## src/rtl/parcel_xor_pkg.sv

```systemverilog
package parcel_xor_pkg;

  localparam int PARCEL_W = 16;
  localparam int ROT_W    = $clog2(PARCEL_W);

  // Key layout: rotate amount above the mask.
  typedef struct packed {
    logic [ROT_W-1:0]    rot;
    logic [PARCEL_W-1:0] mask;
  } pkey_t;

  localparam int KEY_W = $bits(pkey_t);

  typedef logic [PARCEL_W-1:0] parcel_t;

  // Right rotate through a doubled copy, so an amount of zero needs no special case.
  function automatic parcel_t rot_right(input parcel_t x, input logic [ROT_W-1:0] r);
    logic [2*PARCEL_W-1:0] dbl;
    dbl = {x, x} >> r;
    return dbl[PARCEL_W-1:0];
  endfunction

  function automatic parcel_t rot_left(input parcel_t x, input logic [ROT_W-1:0] r);
    logic [2*PARCEL_W-1:0] dbl;
    dbl = {x, x} << r;
    return dbl[2*PARCEL_W-1:PARCEL_W];
  endfunction

  // Unscramble: XOR first, then right rotate.
  function automatic parcel_t unscramble(input parcel_t p, input pkey_t k);
    return rot_right(p ^ k.mask, k.rot);
  endfunction

  // Scramble, the inverse: left rotate first, then XOR.
  function automatic parcel_t scramble(input parcel_t p, input pkey_t k);
    return rot_left(p, k.rot) ^ k.mask;
  endfunction

endpackage

```

## src/rtl/pxd_key_store.sv

```systemverilog
module pxd_key_store
  import parcel_xor_pkg::*;
(
  input  logic             clk,
  input  logic             rst_n,
  input  logic             wr_en,
  input  logic             wr_priv,
  input  logic [KEY_W-1:0] wr_data,
  output pkey_t            key_q,
  output logic             wr_accept
);

  assign wr_accept = wr_en & wr_priv;

  always_ff @(posedge clk or negedge rst_n) begin
    if (!rst_n) begin
      key_q <= '0;
    end else if (wr_accept) begin
      key_q <= pkey_t'(wr_data);
    end
  end

endmodule

```

## src/rtl/pxd_lane.sv

```systemverilog
module pxd_lane
  import parcel_xor_pkg::*;
(
  input  parcel_t parcel_in,
  input  pkey_t   key,
  input  logic    page_enc,
  output parcel_t parcel_out
);

  parcel_t plain;

  always_comb begin
    plain      = unscramble(parcel_in, key);
    parcel_out = page_enc ? plain : parcel_in;
  end

endmodule

```

## src/rtl/parcel_decrypt_stage.sv

```systemverilog
module parcel_decrypt_stage
  import parcel_xor_pkg::*;
#(
  parameter int LANES = 4
) (
  input  logic                      clk,
  input  logic                      rst_n,
  input  logic                      key_wr_en,
  input  logic                      key_wr_priv,
  input  logic [KEY_W-1:0]          key_wr_data,
  input  logic                      in_valid,
  input  logic [LANES*PARCEL_W-1:0] in_word,
  input  logic                      in_page_enc,
  output logic                      out_valid,
  output logic [LANES*PARCEL_W-1:0] out_word
);

  localparam int WORD_W = LANES * PARCEL_W;

  // Named internal events for the checker.
  pkey_t             key_now;
  logic              key_wr_accept;
  logic [WORD_W-1:0] dec_word;

  pxd_key_store u_key (
    .clk       (clk),
    .rst_n     (rst_n),
    .wr_en     (key_wr_en),
    .wr_priv   (key_wr_priv),
    .wr_data   (key_wr_data),
    .key_q     (key_now),
    .wr_accept (key_wr_accept)
  );

  for (genvar g = 0; g < LANES; g++) begin : g_lane
    pxd_lane u_lane (
      .parcel_in  (in_word[g*PARCEL_W +: PARCEL_W]),
      .key        (key_now),
      .page_enc   (in_page_enc),
      .parcel_out (dec_word[g*PARCEL_W +: PARCEL_W])
    );
  end

  always_ff @(posedge clk or negedge rst_n) begin
    if (!rst_n) begin
      out_valid <= 1'b0;
      out_word  <= '0;
    end else begin
      out_valid <= in_valid;
      if (in_valid) begin
        out_word <= dec_word;
      end
    end
  end

endmodule

```

## config.mk

```make
export PLATFORM = sky130hd
export DESIGN_NAME = parcel_decrypt_stage
export DESIGN_NICKNAME = d
export VERILOG_FILES = /design/src/rtl/parcel_xor_pkg.sv /design/src/rtl/pxd_key_store.sv /design/src/rtl/pxd_lane.sv /design/src/rtl/parcel_decrypt_stage.sv
export SDC_FILE = /design/constraint.sdc
export NUM_CORES = 1
export LEC_CHECK = 0
export ABC_AREA = 1
export ABC_CLOCK_PERIOD_IN_PS = 1250
export BUFFER_PORTS_ARGS = -buffer_cell sky130_fd_sc_hd__buf_2
export CORE_UTILIZATION = 52
export DETAILED_ROUTE_END_ITERATION = 8
export PLACE_DENSITY = 0.76
export SYNTH_ARGS = -nofsm -noshare
export SYNTH_HDL_FRONTEND = slang
export SYNTH_SLANG_ARGS = --single-unit
```

## constraint.sdc

```tcl
create_clock -name clk -period 1.25 [get_ports clk]
set_input_delay 0.125 -clock clk [delete_from_list [all_inputs] [get_ports clk]]
set_output_delay 0.125 -clock clk [all_outputs]
set_load 0.02 [all_outputs]
```

Word-level counts from Yosys, hierarchy flattened
Index checks and enable logic that the tools add are counted.

Output and inout port bits: 65. Bits in registers: 85. Logic and storage cells: 17. Bits of input ports: 90.

Shifts and indexed selects: 4. Bitwise operators: 5. Multiplexer cells: 4.

Operators with widths (number): right shift 32 x 4 -> 16 bit (4); 2-to-1 mux 16 bit (4); XOR 16 bit (4); AND 1 bit (1).

Logic depth before layout (Yosys ltp)
Gate-level depths: netlist (run 1).

Depth in word-level cells: 3. Mapped depth: 9.

Modules after synthesis
A second synthesis (run 1) with hierarchy kept.

Cell total of the unflattened synthesis: 1399. Area, all modules: 9365.2 µm².

By module, submodules not included: pxd_lane (sequential area each 0.0 µm², instances 4, cells each 260, area each 1526.5 µm²); parcel_decrypt_stage (sequential area each 1626.6 µm², instances 1, cells each 271, area each 2471.1 µm²); pxd_key_store (sequential area each 500.5 µm², instances 1, cells each 88, area each 788.3 µm²).

Worst setup path before layout (run 1)
Ideal clock, no wire load.

Path type: register -> register. Start point: register u_key.key_q[17] (netlist bit). End point: register out_word[7]. Buffers on the path: 2. Path slack: -84 ps. Cell stages (with the launch flop): 9. Data arrival time: 1212 ps. Cell sequence: dfrtp_1 -> inv_1 -> buf_4 -> buf_2 -> nand3_1 -> nand3_1 -> nand3_1 -> nand3_1 -> a21oi_1.

Word-level cells in the longest chain between the ends: 2.

RTL lines: from (decl) (line pxd_key_store.sv:9) `output pkey_t key_q,`; from (signal assigned) (line pxd_key_store.sv:19) `key_q <= pkey_t'(wr_data);`; right shift 32 x 4 -> 16 bit (line parcel_xor_pkg.sv:19) `dbl = {x, x} >> r;`; 2-to-1 mux 16 bit (line pxd_lane.sv:14) `parcel_out = page_enc ? plain : parcel_in;`; to (signal assigned) (line parcel_decrypt_stage.sv:51) `out_word <= dec_word;`; to (decl) (line parcel_decrypt_stage.sv:15) `output logic [LANES*PARCEL_W-1:0] out_word`.

Every way passes these cells. A chain may end at the register's enable or synchronous reset.

Worst setup path in the final report (run 1)
Start point: register u_key.key_q[16] (netlist bit). End point: register out_word[39].

The elaborated chain is that of the path after synthesis.

==> impl_metrics.yaml, run 1 <==
global_route:
  grt_busiest_layer: "met2"
  grt_max_degree: 42
  grt_pass1_vias: 9131
  overflow: 0
  grt_pass1_wl_um: 48220
  grt_usage_pct: 39.41
  grt.met3_usage_pct: 5.055
  grtUsageMet1_pct: 51.03
  antenna_found_initial: 0
  use_met2_pct: 62.53
die:
  io_pins: 155
  die_area_um2: 15940
  core_um2: 15150
  die_height_um: 126.3
  die_x_um: 126.3
  num_rows: 45
  initial_core_util_pct: 53.01
routing:
  viasPerCell: 6.369
  drt_iter0_markers: 1437
  wirelength_um: 32040
  wl_per_cell_um: 20.39
  dr.pass1.iters: 6
  drc_errors: 0
  vias: 10006
  antenna_left: 0
run_status:
  status: "finished, violations left"
  violations: "negative setup slack"
clock_network:
  cts-root-buf: "clkbuf_16"
  cts_sinks: 85
  h-tree-depth: 3
  cts_inserted_buffers: 9
  clk_pin_slew_worst_paths_ns: 0.07
  tritoncts: "done"
  cts_buffer_depth: 2
  clk_latency_ns: 0.36
placement:
  placed_area_um2: 9747
  io_buffers: 154
  dp_hpwl_um: 22640
  dp_cells: 1543
  dpl_worst_slack_ns: -0.3758
  place_congestion: 0.9477
min_path:
  hold_start: "key_wr_data[8]"
  whs_path_depth: 3
  hp-class: "in2reg"
  min_to: "u_key.key_q[8]$_DFFE_PN0P_"
setup_path:
  crit_path_start: "u_key.key_q[16]$_DFFE_PN0P_"
  crit_fanout: 16
  arrival_ns: 1.96
  worst_setup_path_end_kind: "flip-flop"
  r2r_start: "u_key.key_q[16]$_DFFE_PN0P_"
  r2r_cells: 8
  critPathLaunchType: "flip-flop"
  critical_path_class: "reg2reg"
  critical_path_required_ns: 1.54
  r2r-end: "out_word[39]$_DFFE_PN0P_"
  r2r_slack_ns: -0.42
layout:
  final_cell_mix: "nand3_1 (353), nand3_2 (189), buf_2 (153)"
  area_growth_syn_to_layout_pct: 35.47
  layoutNonFillerInstCount: 1571
  layout_commonest_cell: "nand3_1"
  drive_above_1_share_pct: 37.67
  antennaDiodeCount: 0
  nets: 1468
  finish.utilization_pct: 71.81
  stdcell_area_um2: 10880
power_and_ir_drop:
  p_comb_share_pct: 55.3
  pwr-share-clk_pct: 19.9
  p_int_mw: 7.463
  pwr-share-seq_pct: 24.8
  p_total_mw: 13.80
  p_switching_mw: 6.335
  p_leak_nw: 5.163
  powerDensity_nw_per_um2: 1269
  vdd_ir_drop_max_v: 0.0008186
  switching_share_pct: 45.92
yosys:
  syn_area_um2: 8029
  syn-num-nets: 1284
  yosys-top-cells-area: "nand3_1 (30%), dfrtp_1 (26%), a21oi_1 (9.2%)"
  yosysTopAreaCellShare_pct: 30.36
  ys_ff_latch: 85
  synthDistinctLibCells: 15
  avgSynthCellArea_um2: 6.724
  ys_warn_count: 0
  yosysTopAreaCell: "nand3_1"
  netlist_instances: 1194
  ys_seq_area_share_pct: 26.49
sta:
  setup_ws_ns: -0.4163
  worstMarginPinSlew_ns: 0.4161
  max_slew_margin_pct: 72.26
  hold_violations: 0
  hold_ws_ns: 0.01149
  fin_tns_setup_ns: -18.79
  fin_worst_skew_ns: 0.01256
  period_minus_slack_ns: 1.666
  rsz0062_at_grt: "yes"
  fmaxAchievable_ghz: 0.6001
  period_share_pct: 133.3
  slew_violations: 0
  final-setup-viol-count: 64
job:
  maxCapViolCount: 0
==> what timing repair did <==
| item | CTS | global route |
|---|---|---|
| pin swaps | 2 | 0 |
| gates resized for setup | 74 | 65 |
| hold endpoints to repair | 52 | 0 |
| gates cloned | 3 | 2 |
| buffers inserted | 6 | 0 |
| endpoints found under the setup margin | 64 | 64 |
| hold buffers | 1 | 0 |
==> state kept, by name, indices dropped and copies added, names as in the netlist <==
register     count
out_valid        1
out_word        64
u_key.key_q     20
==> cell type report <==
class	instances	area (µm²)
multi-input combinational	937	5836
fill	1254	4269
sequential	85	2133
timing repair buffer	259	2048
inverter	86	337.8
clock buffer	12	256.5
tap	188	235.2
clock inverter	4	30.03
==> power by group through the flow <==
stage	sequential, mW	clock [mW]	combinational, mW
2_1_floorplan	3.90	0	4.01
3_3_place_gp	3.45	0	6.66
3_5_place_dp	3.46	0	6.73
4_1_cts	3.42	2.75	7.13
5_1_grt	3.47	2.86	8.15
6_report	3.42	2.75	7.62
==> cells by family (layout without fill, tap and decap cells) <==
kind of cell           after synthesis  count (layout)  share of synthesized area [%]
AOI/OAI and AO/OA                  148             148                          9.225
buffers and inverters              172             361                          10.07
and+or+nand+nor                    789             789                          54.22
DFF                                 85              85                          26.49
==> cell usage after synthesis <==
master / n
nand3_1: 487
a21oi_1: 148
nand2_1: 129
dfrtp_1: 85
nor2_1: 84
inv_1: 83
nand3_2: 59
clkbuf_1: 34
buf_2: 33
nand3_4: 30
buf_1: 5
buf_4: 5
buf_6: 5
buf_12: 4
inv_2: 3
==> layer usage <==
metal / vias up / share of wire [%]
li1: 4556 / -
met1: 4606 / 38
met2: 705 / 46
met3: 139 / 9.9
met4: 0 / 6.4
met5: - / 0
==> worst max-delay path: stages, from the launching register on <==
cell and delay (ns):
dfrtp_2 0.46, clkinv_8 0.14, buf_12 0.17, nand3_1 0.18
nand3_2 0.16, nand3_1 0.12, nand3_1 0.11, nand3_1 0.11
a21oi_2 0.13
==> worst max-delay path by stage <==
stage,to,slack [ns],depth (start not counted)
2_1_floorplan,out_word[25]$_DFFE_PN0P_,-0.07,9
3_3_place_gp,out_word[39]$_DFFE_PN0P_,-0.34,8
3_5_place_dp,out_word[35]$_DFFE_PN0P_,-0.38,8
4_1_cts,out_word[45]$_DFFE_PN0P_,-0.30,8
5_1_grt,out_word[35]$_DFFE_PN0P_,-0.47,8
6_report,out_word[39]$_DFFE_PN0P_,-0.42,8
(Power assumes the default switching activity.)
==> run 2, diff against run 1 <==
--- a/config.mk
+++ b/config.mk
@@ -5,12 +5,11 @@
 export SDC_FILE = /design/constraint.sdc
 export NUM_CORES = 1
 export LEC_CHECK = 0
-export ABC_AREA = 1
 export ABC_CLOCK_PERIOD_IN_PS = 1250
 export BUFFER_PORTS_ARGS = -buffer_cell sky130_fd_sc_hd__buf_2
-export CORE_UTILIZATION = 52
+export CORE_UTILIZATION = 51
 export DETAILED_ROUTE_END_ITERATION = 8
-export PLACE_DENSITY = 0.76
+export PLACE_DENSITY = 0.75
 export SYNTH_ARGS = -nofsm -noshare
 export SYNTH_HDL_FRONTEND = slang
 export SYNTH_SLANG_ARGS = --single-unit
==> constraint.sdc (replaced) <==
create_clock -name clk -period 1.25 [get_ports clk]
set_input_delay 0.125 -clock clk [delete_from_list [all_inputs] [get_ports clk]]
set_output_delay 0.125 -clock clk [all_outputs]
set_load 0.05 [all_outputs]
==> impl_metrics.yaml, run 2 <==
clock_network:
  cts_buffer_depth: 2
  clk_latency_ns: 0.37
  clk_pin_slew_worst_paths_ns: 0.07
  h-tree-depth: 3
  tritoncts: "done"
  cts-root-buf: "clkbuf_16"
  cts_sinks: 85
  cts_inserted_buffers: 9
setup_path:
  crit_chain: "buf_6 > buf_6 > xnor2_2 > mux4_2 > a21oi_2 > o21ai_2 > o21ai_1"
  r2r_start: "u_key.key_q[7]$_DFFE_PN0P_"
  crit_path_frequent_cell: "buf_6"
  r2r_cells: 7
  critical_path_required_ns: 1.54
  r2r-end: "out_word[47]$_DFFE_PN0P_"
  critical_path_class: "reg2reg"
  r2r_slack_ns: -0.84
  critPathSlowestCell: "mux4_2"
  worst_setup_path_end_kind: "flip-flop"
  critPathLaunchType: "flip-flop"
  crit_fanout: 4
  cpPeakStageDelay_ns: 0.58
  arrival_ns: 2.38
job:
  maxCapViolCount: 0
yosys:
  synthArstFlopShare_pct: 100.0
  synth_common_cells: "o21ai_0 (187), dfrtp_1 (85), inv_1 (66), xor2_1 (62), o221ai_1 (54)"
  yosysTopAreaCell: "dfrtp_1"
  netlist_instances: 918
  synth_ff_type: "dfrtp_1"
  synth_most_common_cell: "o21ai_0"
  syn-num-nets: 1008
  yosysTopAreaCellShare_pct: 27.30
  yosys-top-cells-area: "dfrtp_1 (27%), o21ai_0 (12%), mux4_2 (11%)"
  avgSynthCellArea_um2: 8.487
  ys_warn_count: 0
  ys_ff_latch: 85
  ys_seq_area_share_pct: 27.30
  synthDistinctLibCells: 38
  syn_area_um2: 7791
  synth_edf_count: 0
sta:
  setup_ws_ns: -0.8440
  slew_violations: 0
  max_slew_margin_pct: 65.82
  fmaxAchievable_ghz: 0.4775
  worstMarginPinSlew_ns: 0.5127
  fin_worst_skew_ns: 0.01292
  rsz0062_at_grt: "yes"
  hold_violations: 0
  final-setup-viol-count: 65
  period_minus_slack_ns: 2.094
  period_share_pct: 167.5
layout:
  drive_above_1_share_pct: 57.10
  top_regs: "out_word x64, u_key.key_q x20, out_valid x1"
  regMostFlops: "out_word"
  fillerInstances: 783
  final_cell_mix: "buf_4 (210), buf_2 (153), o21ai_0 (139)"
  stdcell_area_um2: 12750
  antennaDiodeCount: 0
  area_growth_syn_to_layout_pct: 63.66
  largest_reg_flops: 64
  nets: 1367
  layout_commonest_cell: "buf_4"
global_route:
  grt_pass1_wl_um: 52760
  overflow: 0
  grt_pass1_vias: 9312
  grt_usage_pct: 44.59
  grt_max_degree: 86
  antenna_found_initial: 0
run_status:
  violations: "design-rule violations, negative setup slack"
  status: "finished, violations left"
placement:
  place_congestion: 1.048
  placed_area_um2: 10680
  dp_hpwl_um: 25080
  io_buffers: 154
  dpl_worst_slack_ns: -0.8366
die:
  num_rows: 44
  die_area_um2: 15780
  die_x_um: 125.6
  die_height_um: 125.6
  initial_core_util_pct: 53.00
  core_um2: 14700
  io_pins: 155
min_path:
  hp-class: "in2reg"
  hold_start: "key_wr_data[6]"
  min_to: "u_key.key_q[6]$_DFFE_PN0P_"
  whs_path_depth: 2
power_and_ir_drop:
  p_leak_nw: 5.367
  vdd_ir_drop_max_v: 0.0009314
  powerDensity_nw_per_um2: 1502
routing:
  viasPerCell: 6.823
  drt_iter0_markers: 1415
  antenna_left: 0
  wirelength_um: 37760
  vias: 10003
  wl_per_cell_um: 25.76
  dr.pass1.iters: 8
  drc_errors: 8
## run 2: power breakdown
group / switching (mW) / internal [mW]
clock: 1.32 / 1.35
sequential: 0.502 / 3.21
combinational: 7.19 / 5.57
total: 9.02 / 10.1
## run 2: logic make-up (layout without fill, tap and decap cells)
group | after synthesis | count (layout) | synth area share, %
AOI/OAI and AO/OA | 381 | 381 | 29.00
DFF | 85 | 85 | 27.30
buffers and inverters | 163 | 527 | 9.025
xor gates and xnor gates | 97 | 97 | 10.90
muxes | 76 | 76 | 16.48
and+or+nand+nor | 116 | 116 | 7.291
## run 2: timing repair
item | in CTS | in global routing
cloned | 1 | 1
pin swaps | 75 | 59
hold buffers | 8 | 0
setup buffers | 19 | 27
setup endpoints to repair | 65 | 65
hold endpoints to repair | 92 | 0
resized for setup | 174 | 119
## run 2: layout make-up
| type | instances | area (µm²) | share of cell area (%) |
|---|---|---|---|
| repair buffers | 443 | 3440 | 26.97 |
| multi-input cells | 670 | 6402 | 50.21 |
| flip-flops and latches | 85 | 2152 | 16.88 |
| clock inverters | 4 | 25.02 | 0.1963 |
| inverters | 68 | 265.3 | 2.080 |
| clock buffers | 12 | 236.5 | 1.855 |
| well taps | 184 | 230.2 | 1.806 |
## run 2: how the worst max path moves through the flow
stage | startpoint | endpoint | slack (ns) | cells after the start
6_report | u_key.key_q[7]$_DFFE_PN0P_ | out_word[47]$_DFFE_PN0P_ | -0.84 | 7
5_1_grt | u_key.key_q[7]$_DFFE_PN0P_ | out_word[47]$_DFFE_PN0P_ | -0.90 | 7
4_1_cts | u_key.key_q[7]$_DFFE_PN0P_ | out_word[8]$_DFFE_PN0P_ | -0.71 | 5
3_5_place_dp | u_key.key_q[7]$_DFFE_PN0P_ | out_word[40]$_DFFE_PN0P_ | -0.84 | 6
3_3_place_gp | u_key.key_q[7]$_DFFE_PN0P_ | out_word[29]$_DFFE_PN0P_ | -0.81 | 5
2_1_floorplan | u_key.key_q[16]$_DFFE_PN0P_ | out_word[16]$_DFFE_PN0P_ | -0.53 | 7
## run 2: per-stage QoR
step / TNS, ns / power [mW] / util, % / std cells / hold slack, ns
after floorplan: -26.39 / 9.672 / - / 918 / -0.1706
final: -44.44 / 19.15 / 86.75 / 1466 / 0.009504
after CTS: -39.59 / 17.34 / 81.37 / 1443 / 0.002351
after global placement: -43.80 / 13.42 / 72.68 / 1402 / 0.2012
after detailed placement: -44.90 / 13.49 / 72.68 / 1402 / 0.2050
after global routing: -46.83 / 19.69 / 86.75 / 1466 / 0.01309
## run 2: layer usage
| metal | track usage [%] | share of wire (%) | up-vias |
|---|---|---|---|
| li1 | - | - | 4084 |
| met1 | 57.56 | 36 | 4805 |
| met2 | 70.03 | 46 | 858 |
| met3 | 9.414 | 11 | 256 |
| met4 | 24.61 | 7.3 | 0 |
| met5 | 0 | 0 | - |
## run 2: worst max-delay path: cells and delay by family (launching register included)
family,cells,cell delay [ns]
buffers and inverters,2,0.32
DFF,1,0.55
AOI/OAI and AO/OA,3,0.45
muxes,1,0.58
xor gates and xnor gates,1,0.12
==> run 3, diff against run 2 <==
--- a/config.mk
+++ b/config.mk
@@ -10,6 +10,7 @@
 export CORE_UTILIZATION = 51
 export DETAILED_ROUTE_END_ITERATION = 8
 export PLACE_DENSITY = 0.75
+export REMOVE_ABC_BUFFERS = 1
 export SYNTH_ARGS = -nofsm -noshare
 export SYNTH_HDL_FRONTEND = slang
 export SYNTH_SLANG_ARGS = --single-unit
==> impl_metrics.yaml, run 3 (synthesized netlist as in run 2, its figures left out) <==
power_and_ir_drop:
  powerDensity_nw_per_um2: 1517
  pwr-share-seq_pct: 20.0
  switching_share_pct: 46.79
  p_int_mw: 9.847
  p_leak_nw: 5.019
  p_comb_share_pct: 64.6
  vdd_ir_drop_max_v: 0.0009666
  p_switching_mw: 8.660
  pwr-share-clk_pct: 15.4
setup_path:
  crit_fanout: 9
  arrival_ns: 2.24
  worst_setup_path_end_kind: "flip-flop"
  cpPeakStageDelay_ns: 0.54
  crit_path_frequent_cell: "o221ai_2"
  critical_path_required_ns: 1.52
  critPathSlowestCell: "dfrtp_2"
  crit_chain: "buf_4 > xor2_1 > o22ai_1 > nor2_1 > o221ai_2 > o221ai_2"
  critical_path_class: "reg2reg"
  worst-path-buf-inv: 1
  critPathLaunchType: "flip-flop"
  crit_family: "compound AO/OA/AOI/OAI gates"
sta:
  fmaxAchievable_ghz: 0.5082
  period_share_pct: 157.4
  max_slew_margin_pct: 74.57
  period_minus_slack_ns: 1.968
  rsz0062_at_grt: "yes"
  hold_violations: 0
  fin_worst_skew_ns: 0.007948
  worstMarginPinSlew_ns: 0.3801
  fin_tns_setup_ns: -38.14
  setup_ws_ns: -0.7178
  slew_violations: 0
  final-setup-viol-count: 64
layout:
  drive_above_1_share_pct: 53.47
  final_cell_mix: "buf_4 (157), buf_2 (152), o21ai_0 (137)"
  nets: 1295
  layout_commonest_cell: "buf_4"
  antennaDiodeCount: 0
  largest_reg_flops: 64
  fillerInstances: 859
  layoutNonFillerInstCount: 1394
  top_regs: "out_word x64, u_key.key_q x20, out_valid x1"
  finish.utilization_pct: 82.99
  regMostFlops: "out_word"
  area_growth_syn_to_layout_pct: 56.58
clock_network:
  cts-root-buf: "clkbuf_16"
  cts_sinks: 85
  cts_buffer_depth: 2
  tritoncts: "done"
  cts_inserted_buffers: 9
  clk_pin_slew_worst_paths_ns: 0.07
  h-tree-depth: 3
  clk_latency_ns: 0.36
placement:
  dp_hpwl_um: 22990
  dpl_worst_slack_ns: -0.7952
  place_congestion: 1.051
  io_buffers: 154
  dp_cells: 1339
routing:
  antenna_left: 0
  drc_errors: 11
  drt_iter0_markers: 1248
  wl_per_cell_um: 24.64
  dr.pass1.iters: 7
  viasPerCell: 6.683
  vias: 9316
  wirelength_um: 34350
global_route:
  grt_max_degree: 71
  grt_pass1_wl_um: 50050
  grt_pass1_vias: 8928
  overflow: 0
  antenna_found_initial: 0
  grt_usage_pct: 41.70
die:
  die_x_um: 125.6
  die_area_um2: 15780
  io_pins: 155
  die_height_um: 125.6
  num_rows: 44
  initial_core_util_pct: 53.00
  core_um2: 14700
job:
  maxCapViolCount: 0
min_path:
  hp-class: "in2reg"
run_status:
  status: "finished, violations left"
  violations: "design-rule violations, negative setup slack"
## run 3: layout make-up
class                           count  area, µm²  share of cell area, %
Tap cell                          184      230.2                  1.887
Inverter                           68      265.3                  2.174
Sequential cell                    85       2150                  17.62
Multi-Input combinational cell    671       6406                  52.51
Timing Repair Buffer              370       2849                  23.35
Clock buffer                        9      225.2                  1.846
Clock inverter                      7      73.82                 0.6051
## run 3: repair_timing
action	4_1_cts	5_1_grt
pin swaps	83	74
resized for setup	214	139
buffers inserted	27	12
hold buffers	4	0
hold endpoints to repair	88	0
endpoints found under the setup margin	64	64
gates cloned	3	0
## run 3: power groups by stage
stage	sequential (mW)	combinational (mW)	clock [mW]
final	3.70	12.0	2.85
after floorplan	4.99	3.84	0
after global routing	3.75	12.4	2.96
after global placement	3.63	8.98	0
after detailed placement	3.66	8.96	0
after CTS	3.66	10.4	2.87
## run 3: path summary, 6_finish.rpt
path	startpoint	end	slack (ns)	cells past startpoint
max	u_key.key_q[2]$_DFFE_PN0P_	out_word[59]$_DFFE_PN0P_	-0.72	6
min	key_wr_data[19]	u_key.key_q[19]$_DFFE_PN0P_	0.006	2
max reg2reg	u_key.key_q[2]$_DFFE_PN0P_	out_word[59]$_DFFE_PN0P_	-0.72	6
min reg2reg	out_word[41]$_DFFE_PN0P_	out_word[41]$_DFFE_PN0P_	0.50	2
max in group asynchronous	rst_n	u_key.key_q[11]$_DFFE_PN0P_	0.57	3
min in group asynchronous	rst_n	out_word[27]$_DFFE_PN0P_	0.16	2
## run 3: routing by layer
metal	global-route usage (%)	routed length [µm]	vias up
met5	0	0	-
met4	24.03	1960	0
met3	8.644	4041	160
met2	64.38	15580	775
met1	54.42	12760	4436
li1	-	-	3945
## run 3: per-stage QoR
stage                     cell area (µm²)  hold slack (ns)  total power [mW]
after CTS                           11460         0.001319             16.95
after global routing                12200         0.008565             19.13
final                               12200         0.006336             18.51
after detailed placement             9928         0.002082             12.62
after floorplan                      7346          -0.1706             8.828
after global placement               9928         0.001381             12.61
## run 3: worst reg2reg max path, stage by stage, from the launching register on
cell and delay [ns]:
dfrtp_2 0.54, buf_4 0.18, xor2_1 0.33, o22ai_1 0.18
nor2_1 0.27, o221ai_2 0.18, o221ai_2 0.20
